===== src/rtl/rpw_pkg.sv =====
package rpw_pkg;
  localparam int PN_W = 32;

  typedef logic [PN_W:0]   npn_t;
  typedef logic [PN_W-1:0] pn_t;

  typedef struct packed {
    logic late;
    logic exhausted;
    logic ctrl_only;
    logic no_tag;
  } flags_t;

  // lowest acceptable number: expected minus window, clamped at zero
  function automatic npn_t floor_pn(npn_t nxt, pn_t win);
    npn_t w;
    w = {1'b0, win};
    return (nxt > w) ? (nxt - w) : '0;
  endfunction

  function automatic logic below_floor(pn_t pn, npn_t nxt, pn_t win);
    return {1'b0, pn} < floor_pn(nxt, win);
  endfunction

  // expectation after a successful commit of pn
  function automatic npn_t advance(npn_t nxt, pn_t pn);
    return ({1'b0, pn} >= nxt) ? ({1'b0, pn} + npn_t'(1)) : nxt;
  endfunction
endpackage


===== src/rtl/rpw_state.sv =====
module rpw_state
  import rpw_pkg::*;
#(
  parameter int NUM_SA = 8,
  parameter int SA_W   = 3
) (
  input  logic            clk,
  input  logic            rst_n,
  input  logic [SA_W-1:0] rd_sa,
  output npn_t            rd_next,
  input  logic            wr_en,
  input  logic [SA_W-1:0] wr_sa,
  input  npn_t            wr_val,
  output npn_t            wr_old
);
  npn_t slot_q [NUM_SA];

  for (genvar g = 0; g < NUM_SA; g++) begin : g_slot
    always_ff @(posedge clk or negedge rst_n) begin
      if (!rst_n)
        slot_q[g] <= npn_t'(1);
      else if (wr_en && (wr_sa == SA_W'(g)))
        slot_q[g] <= wr_val;
    end
  end

  assign wr_old = slot_q[wr_sa];
  // forward a same-cycle commit to the checking read
  assign rd_next = (wr_en && (wr_sa == rd_sa)) ? wr_val : slot_q[rd_sa];
endmodule


===== src/rtl/rpw_classify.sv =====
module rpw_classify
  import rpw_pkg::*;
(
  input  logic   req_tx,
  input  logic   req_has_tag,
  input  logic   req_c,
  input  logic   req_e,
  input  pn_t    req_pn,
  input  npn_t   cur_next,
  input  pn_t    cfg_window,
  input  pn_t    cfg_pn_max,
  output flags_t flags,
  output logic   accept
);
  logic rx_tagged;

  always_comb begin
    rx_tagged       = !req_tx && req_has_tag;
    flags           = '0;
    flags.exhausted = req_tx && (req_pn > cfg_pn_max);
    flags.no_tag    = !req_tx && !req_has_tag;
    flags.late      = rx_tagged && below_floor(req_pn, cur_next, cfg_window);
    flags.ctrl_only = rx_tagged && req_c && !req_e;
    accept          = rx_tagged && !flags.late;
  end
endmodule


===== src/rtl/rpw_pending.sv =====
module rpw_pending
  import rpw_pkg::*;
#(
  parameter int SA_W = 3
) (
  input  logic            clk,
  input  logic            rst_n,
  input  logic            req_valid,
  input  logic            accept,
  input  logic [SA_W-1:0] req_sa,
  input  pn_t             req_pn,
  input  logic            auth_valid,
  input  logic            auth_bad,
  input  npn_t            wr_old,
  output logic            pend_vld,
  output logic            wr_en,
  output logic [SA_W-1:0] wr_sa,
  output npn_t            wr_val
);
  logic            pend_q;
  logic [SA_W-1:0] psa_q;
  pn_t             ppn_q;

  always_ff @(posedge clk or negedge rst_n) begin
    if (!rst_n) begin
      pend_q <= 1'b0;
      psa_q  <= '0;
      ppn_q  <= '0;
    end else if (req_valid) begin
      pend_q <= accept;
      psa_q  <= req_sa;
      ppn_q  <= req_pn;
    end else if (auth_valid) begin
      pend_q <= 1'b0;
    end
  end

  assign pend_vld = pend_q;
  assign wr_sa    = psa_q;
  assign wr_en    = auth_valid && !auth_bad && pend_q && ({1'b0, ppn_q} >= wr_old);
  assign wr_val   = advance(wr_old, ppn_q);
endmodule


===== src/rtl/rpw_replay_check.sv =====
module rpw_replay_check
  import rpw_pkg::*;
#(
  parameter  int NUM_SA = 8,
  localparam int SA_W   = (NUM_SA > 1) ? $clog2(NUM_SA) : 1
) (
  input  logic            clk,
  input  logic            rst_n,
  input  logic [31:0]     cfg_window,
  input  logic [31:0]     cfg_pn_max,
  input  logic            req_valid,
  input  logic            req_tx,
  input  logic [SA_W-1:0] req_sa,
  input  logic [31:0]     req_pn,
  input  logic            req_has_tag,
  input  logic            req_c,
  input  logic            req_e,
  input  logic            auth_valid,
  input  logic            auth_bad,
  output logic            done,
  output logic            late,
  output logic            exhausted,
  output logic            ctrl_only,
  output logic            no_tag
);
  npn_t            cur_next;
  npn_t            wr_old;
  npn_t            wr_val;
  logic            wr_en;
  logic [SA_W-1:0] wr_sa;
  logic            pend_vld;
  logic            accept;
  flags_t          flags_c;
  flags_t          flags_q;
  logic            done_q;

  rpw_state #(.NUM_SA(NUM_SA), .SA_W(SA_W)) u_state (
    .clk(clk), .rst_n(rst_n),
    .rd_sa(req_sa), .rd_next(cur_next),
    .wr_en(wr_en), .wr_sa(wr_sa), .wr_val(wr_val), .wr_old(wr_old)
  );

  rpw_classify u_classify (
    .req_tx(req_tx), .req_has_tag(req_has_tag), .req_c(req_c), .req_e(req_e),
    .req_pn(req_pn), .cur_next(cur_next),
    .cfg_window(cfg_window), .cfg_pn_max(cfg_pn_max),
    .flags(flags_c), .accept(accept)
  );

  rpw_pending #(.SA_W(SA_W)) u_pending (
    .clk(clk), .rst_n(rst_n),
    .req_valid(req_valid), .accept(accept), .req_sa(req_sa), .req_pn(req_pn),
    .auth_valid(auth_valid), .auth_bad(auth_bad), .wr_old(wr_old),
    .pend_vld(pend_vld), .wr_en(wr_en), .wr_sa(wr_sa), .wr_val(wr_val)
  );

  always_ff @(posedge clk or negedge rst_n) begin
    if (!rst_n) begin
      done_q  <= 1'b0;
      flags_q <= '0;
    end else begin
      done_q  <= req_valid;
      flags_q <= req_valid ? flags_c : '0;
    end
  end

  assign done      = done_q;
  assign late      = flags_q.late;
  assign exhausted = flags_q.exhausted;
  assign ctrl_only = flags_q.ctrl_only;
  assign no_tag    = flags_q.no_tag;
endmodule


===== config.mk =====
export PLATFORM = sky130hd
export DESIGN_NAME = rpw_replay_check
export DESIGN_NICKNAME = d
export VERILOG_FILES = /design/src/rtl/rpw_pkg.sv /design/src/rtl/rpw_state.sv /design/src/rtl/rpw_classify.sv /design/src/rtl/rpw_pending.sv /design/src/rtl/rpw_replay_check.sv
export SDC_FILE = /design/constraint.sdc
export NUM_CORES = 1
export LEC_CHECK = 0
export ABC_AREA = 1
export BUFFER_PORTS_ARGS = -buffer_cell sky130_fd_sc_hd__buf_2
export CORE_MARGIN = 8
export CORE_UTILIZATION = 25
export DETAILED_ROUTE_END_ITERATION = 6
export GPL_TIMING_DRIVEN = 1
export SYNTH_ARGS = -nofsm -noshare
export SYNTH_HDL_FRONTEND = slang
export SYNTH_SLANG_ARGS = --single-unit
export TNS_END_PERCENT = 20

===== constraint.sdc =====
create_clock -name clk -period 9.3 [get_ports clk]
set_input_delay 0.93 -clock clk [delete_from_list [all_inputs] [get_ports clk]]
set_output_delay 0.93 -clock clk [all_outputs]
set_load 0.01 [all_outputs]

## Word-level counts from Yosys, hierarchy flattened

Index checks and enable logic that the tools add are counted.

- Register bits after elaboration: 305
- Input port bits: 108
- Word-level logic and storage cells: 72

- $add $sub $neg: 2
- $lt $le $gt $ge: 6
- Equality and inequality tests: 8
- Multiplexer cells: 12
- Bitwise gates (word level): 2
- Reductions and logical operators: 26

Operator list:

| operator | count |
|---|---|
| $mux 33 | 7 |
| $bmux 33 s3 | 2 |
| $add 32x1->33 const B | 1 |
| $ge 32x33->1 | 1 |
| $gt 33x32->1 | 1 |
| $lt 32x33->1 | 1 |
| $sub 33x32->33 | 1 |
| $gt 32x32->1 | 1 |
| $logic_and 1x1->1 | 19 |
| $eq 3x3->1 const B | 4 |
| $ge 4x4->1 const B | 2 |
| $not 3->4 | 2 |
| $eq 3x2->1 const B | 2 |
| $logic_not 1->1 | 5 |
| $mux 4 | 1 |
| $eq 3x1->1 const B | 1 |
| $eq 3x3->1 | 1 |
| $logic_not 3->1 | 1 |
| $mux 1 | 2 |
| $reduce_bool 2->1 | 1 |

## Longest topological paths before layout

- Depth after elaboration: 15
- Mapped depth: 55
- Depth with buffers taken out: 50

## By module

A second synthesis with hierarchy kept.

- Cells, all modules: 3448
- Area total of the unflattened synthesis: 22437.8 um^2

By module, submodules not included:

| module | times used | cells each | area each (um^2) | seq. area each (um^2) |
|---|---|---|---|---|
| rpw_state | 1 | 2224 | 14911.8 | 6616.3 |
| rpw_classify | 1 | 653 | 3792.4 | 0.0 |
| rpw_pending | 1 | 558 | 3578.4 | 900.9 |
| rpw_replay_check | 1 | 13 | 155.1 | 125.1 |

## Least setup slack after synthesis

No wires, ideal clock.

- Path type: reg-to-reg
- From: register u_pending.psa_q[0] (netlist: u_pending.wr_sa[0])
- To: register u_pending.pend_q (netlist: u_pending.pend_vld)
- Library setup time: 0.117 ns
- Data arrival time: 6.796 ns
- Required time: 9.183 ns
- Setup slack: 2.387 ns
- Cell stages (with the launch flop): 52
- Buffers on the path: 6
- Period minus slack after synthesis: 6.913 ns
- Path through: dfrtp_1 > inv_1 > nor2_1 > buf_2 > inv_1 > buf_2 > buf_1 > o22ai_1 > a21oi_1 > a22oi_1 > inv_1 > ha_1 > nand2_1 > nor2_1 > nand3_1 > nor3_1 > nand2_1 > nand3_1 > [... 16 more ...] > o21bai_1 > a21oi_1 > o21ai_1 > a21oi_1 > o21ai_1 > a21oi_1 > o21ai_1 > xor2_1 > nand2_1 > ha_1 > a21oi_1 > o21ai_0 > nand2_1 > nand2_1 > nor2_1 > nand3_1 > nand2_1 > nand2_1

- Word-level cells in the longest chain between the ends: 15

Ends and longest elaborated chain:

| what | RTL line | text |
|---|---|---|
| start: declaration | rpw_pending.sv:21 | `logic [SA_W-1:0] psa_q;` |
| start signal: assignment | rpw_pending.sv:31 | `psa_q <= req_sa;` |
| $not 3->4 (not written as such) | rpw_state.sv:27 | `assign wr_old = slot_q[wr_sa];` |
| $bmux 33 s3 | rpw_state.sv:27 |  |
| $mux 33 (not written as such) (2 in series) | rpw_state.sv:27 |  |
| $ge 32x33->1 | rpw_pkg.sv:27, rpw_pending.sv:40 |  |
| $logic_and 1x1->1 | rpw_pending.sv:40 | `assign wr_en = auth_valid && !auth_bad && pend_q && ({1'b0, ppn_q} >= wr_old);` |
| $logic_and 1x1->1 | rpw_state.sv:29 | `assign rd_next = (wr_en && (wr_sa == rd_sa)) ? wr_val : slot_q[rd_sa];` |
| $mux 33 * | rpw_state.sv:29 |  |
| $sub 33x32->33 / $gt 33x32->1 (equally long branches) | rpw_pkg.sv:18 | `return (nxt > w) ? (nxt - w) : '0;` |
| $mux 33 * | rpw_pkg.sv:18 |  |
| $lt 32x33->1 * | rpw_pkg.sv:22 | `return {1'b0, pn} < floor_pn(nxt, win);` |
| $logic_and 1x1->1 * | rpw_classify.sv:22 | `flags.late = rx_tagged && below_floor(req_pn, cur_next, cfg_window);` |
| $logic_not 1->1 * | rpw_classify.sv:24 | `accept = rx_tagged && !flags.late;` |
| $logic_and 1x1->1 * | rpw_classify.sv:24 |  |
| $mux 1 * | rpw_pending.sv:29 | `end else if (req_valid) begin` |
| end signal: assignment | rpw_pending.sv:30 | `pend_q <= accept;` |
| end: declaration | rpw_pending.sv:20 | `logic pend_q;` |

Mark *: on every way between the ends. The rest lies on a longest branch, timed or not. The select of a mux whose other input is x is not followed.
A chain may end at the register's enable or synchronous reset.

## Worst setup path after layout

Same ends and word-level chain as after synthesis.

==> impl_results.rst <==
.. list-table::
   :header-rows: 1

   * - Metric
     - Value
   * - Status
     - complete, no violations
   * - Total power
     - about 3800 uW
   * - Fraction of registers with async set/reset
     - between 90% and 100%
   * - Floorplan row count
     - 105
   * - Setup repair after global routing missed its margin
     - no
   * - Number of nets in the layout
     - around 3100
   * - Leakage power
     - 0.0105 uW
   * - Clock sink count
     - 305
   * - Top library cells by usage in the layout, fill and taps aside
     - sky130_fd_sc_hd__nand2_1 (666), sky130_fd_sc_hd__o21ai_0 (434), sky130_fd_sc_hd__inv_1 (327), sky130_fd_sc_hd__dfrtp_1 (297), sky130_fd_sc_hd__a21oi_1 (219)
   * - Cell mode on critical path
     - sky130_fd_sc_hd__nand2_1
   * - GR Overflow Total
     - 0
   * - Largest incremental delay on the critical path
     - just over 0.5 ns
   * - Clock tree from TritonCTS
     - done
   * - Chip height
     - around 300 um
   * - Yosys top cell area share
     - a little over a third
   * - Fraction of the cycle the final worst path needs
     - slightly above 90%
   * - Transition time at the pin with the least slew margin
     - about 1.2 ns
   * - Arrival time of the worst setup path
     - 9.01 ns
   * - Vias in the first global route
     - between 15000 and 20000
   * - Commonest register cell after synthesis
     - sky130_fd_sc_hd__dfrtp_1
   * - Critical Path RT
     - slightly below 10 ns
   * - P per Cell Area
     - roughly 160 nW/um^2
   * - Die outline width
     - 303 um
   * - Final count of hold timing violations
     - 0
   * - Global-route wire length before repair
     - roughly 120000 um
   * - Mapped Cells
     - 2829
   * - Effective utilization at floorplan
     - 25.2%
   * - Most common cell after layout, fill and taps aside
     - sky130_fd_sc_hd__nand2_1
   * - Count of pins over their slew limit
     - 0
   * - Number of failing setup endpoints in the final timing report
     - 0
   * - Via count of the routed design
     - approximately 20000
   * - Detailed placer's ending HPWL
     - around 51000 um
   * - Mean cell area of the mapped netlist
     - about 7.3 um^2
   * - Clk Tree Root Cell
     - sky130_fd_sc_hd__clkbuf_16
   * - First-pass DRT Iterations
     - 6
   * - # Max-Cap Violations
     - 0
   * - Signed area change from the synthesized netlist to the final layout
     - 13.8%
   * - Cell types with the largest area share after synthesis
     - sky130_fd_sc_hd__dfrtp_1 (36%), sky130_fd_sc_hd__nand2_1 (12%), sky130_fd_sc_hd__o21ai_0 (11%)
   * - Average vias per placed instance
     - approximately 5.1
   * - Nature of the critical path endpoint
     - flip-flop
   * - Number of enable-type register cells in the synthesized netlist
     - 0
   * - Tightest Hold Check Type
     - in -> async
   * - Clock buffer count from CTS
     - 35
   * - Pin count of the biggest net entering global routing
     - 138
   * - Synthesized netlist net count
     - roughly 3000
   * - Synth unique cells
     - 58
   * - Post-detailed-route count of antenna-violating nets
     - 0
   * - Detailed router's first-iteration violation count
     - roughly 2200
   * - Shortest clock period the worst path allows after layout
     - about 8.6 ns
   * - Number of register bits inferred by synthesis
     - roughly 310
   * - Smallest hold slack
     - 0.439 ns
   * - Later-pin clock latency in the skew report
     - ~0.53 ns
   * - Area inside the core boundary
     - ~82000 um^2
   * - Critical Path Start Type
     - flip-flop
   * - Worst-path clk slew
     - 0.06 ns
   * - Count of fill cells added during filler insertion
     - between 8000 and 9000
   * - Number of buffers on the longest clock path
     - 3
   * - Buffers inserted during post-CTS setup optimization
     - 0
   * - CTS H-tree lvls
     - 2
   * - Register area share after synthesis
     - between 30% and 40%
   * - Post-synth design cell area
     - just over 20000 um^2
   * - Fmax
     - 116 MHz
   * - Worst supply voltage drop on vdd
     - about 0.094 mV
   * - Gpl congestion
     - between 0.9 and 1
   * - Relative max-transition margin
     - 22.1%
   * - PortBufs
     - between 100 and 150
   * - Ports
     - ~110
   * - Full die area
     - a little over 90000 um^2
   * - Crit Path Category
     - reg -> reg
   * - Critical-path maximum fanout
     - 45
   * - Cell at the slowest stage of the critical path
     - sky130_fd_sc_hd__inv_1
   * - Total negative setup slack
     - 0 ns
   * - Detail-routed net length per standard cell
     - approximately 19 um
   * - Total routed wirelength
     - around 74000 um
   * - Count of antenna diodes in the layout
     - 0
   * - Detailed-route DRC error count
     - 0
   * - Share of final-layout standard cells stronger than drive strength 1
     - just over 10%
   * - GRT Overall Usage
     - 15.8%
   * - Number of antenna violations at the first check in global routing
     - 0
   * - Number of warnings printed during yosys synthesis
     - 0
   * - Largest area contributor in the synthesized netlist
     - sky130_fd_sc_hd__dfrtp_1
   * - Max Clock Skew
     - 0.0167 ns
-- cells by family after synthesis --
group | Yosys count | share of synthesized area (%)
and+or+nand+nor | 955 | 19.3
DFF | 305 | 37.1
adders and majority gates | 129 | 7.87
xor gates and xnor gates | 28 | 1.19
AOI/OAI and AO/OA | 913 | 25.4
buffers and inverters | 499 | 9.20
-- final timing paths --
kind                       cells after the start  slack [ns]               start             endpoint
max                                           47        0.70  u_pending.wr_sa[0]   u_pending.pend_vld
min                                            1        0.44               rst_n  u_state.slot_q[175]
max reg2reg                                   47        0.70  u_pending.wr_sa[0]   u_pending.pend_vld
min reg2reg                                    2        0.48  u_state.slot_q[27]   u_state.slot_q[27]
max in group asynchronous                      2        7.39               rst_n  u_pending.ppn_q[22]
min in group clk                               2        0.48  u_state.slot_q[27]   u_state.slot_q[27]
-- layer usage --
layer	up-vias	track usage, %	share of wire [%]
li1	9598	-	-
met1	9383	21.9	45
met2	924	24.7	44
met3	133	3.08	8.9
met4	0	4.80	2.8
met5	-	0	0
-- synth_stat cells (5+ instances only) --
cell type and instances:
sky130_fd_sc_hd__o21bai_1 9, sky130_fd_sc_hd__o22ai_1 40, sky130_fd_sc_hd__ha_1 128, sky130_fd_sc_hd__dfstp_2 8
sky130_fd_sc_hd__nand4_1 21, sky130_fd_sc_hd__o211ai_1 8, sky130_fd_sc_hd__a31oi_1 8, sky130_fd_sc_hd__clkbuf_1 131
sky130_fd_sc_hd__o32ai_1 7, sky130_fd_sc_hd__o2111ai_1 10, sky130_fd_sc_hd__a221oi_1 13, sky130_fd_sc_hd__o21ai_1 24
sky130_fd_sc_hd__inv_2 10, sky130_fd_sc_hd__o21ai_0 434, sky130_fd_sc_hd__a21o_1 7, sky130_fd_sc_hd__nor3_1 26
sky130_fd_sc_hd__nand3_2 6, sky130_fd_sc_hd__dfrtp_1 297, sky130_fd_sc_hd__buf_1 11, sky130_fd_sc_hd__or2_2 16
sky130_fd_sc_hd__nand3_1 65, sky130_fd_sc_hd__nor3_2 5, sky130_fd_sc_hd__inv_1 329, sky130_fd_sc_hd__xor2_1 24
sky130_fd_sc_hd__nor2_1 126, sky130_fd_sc_hd__nand2_1 667, sky130_fd_sc_hd__o311ai_0 13, sky130_fd_sc_hd__o221ai_1 12
sky130_fd_sc_hd__o21ai_2 19, sky130_fd_sc_hd__a22oi_1 50, sky130_fd_sc_hd__a21oi_1 219, sky130_fd_sc_hd__a211oi_1 15
sky130_fd_sc_hd__o21a_1 10, sky130_fd_sc_hd__buf_2 15
-- per-stage QoR --
step                worst slack (ns)  instance area [um^2]  cells  util, %
floorplan                       2.39                 20600   2829        -
global placement               0.612                 22300   3892     27.2
detailed placement             0.553                 22300   3892     27.2
CTS                            0.483                 23400   3952     28.6
global route                  0.0161                 23500   3952     28.7
finish                         0.705                 23500   3952     28.7
-- registers in the layout, indices dropped and copies added, names as in the netlist --
register            flops
ctrl_only               1
done                    1
exhausted               1
late                    1
no_tag                  1
u_pending.pend_vld      1
u_pending.ppn_q        32
u_pending.wr_sa         3
u_state.slot_q        264
-- cell type report --
| type | count | area, um^2 | area share [%] |
|---|---|---|---|
| clock buffers | 54 | 1090 | 4.65 |
| repair buffers | 151 | 941 | 4.01 |
| flip-flops and latches | 305 | 7640 | 32.6 |
| inverters | 341 | 1280 | 5.47 |
| well taps | 1070 | 1340 | 5.71 |
| clock inverters | 6 | 57.6 | 0.245 |
| multi-input cells | 2025 | 11100 | 47.3 |
-- critical path: cells and delay by family (launching register included) --
kind / cells / cell delay [ns]
adder cells (fa/ha/maj): 3 / 0.99
AO/OA/AOI/OAI: 7 / 1.56
flip-flops: 1 / 0.48
buffers and inverters: 8 / 2.24
AND/OR/NAND/NOR: 29 / 3.16
-- what timing repair did --
| action | 4_1_cts | 5_1_grt |
|---|---|---|
| endpoints found under the setup margin | 0 | 2 |
| hold buffers | 0 | 0 |
| gates resized for setup | 0 | 3 |
-- where the power goes --
| group | total, uW | leakage (uW) | internal, uW | switching (uW) |
|---|---|---|---|---|
| logic | 962 | 0.00597 | 294 | 668 |
| registers | 1460 | 0.00396 | 1400 | 61.0 |
| clock network | 1410 | 0.000566 | 832 | 581 |
| total | 3830 | 0.0105 | 2520 | 1310 |
Note: power is estimated with default switching activity, not from simulation.
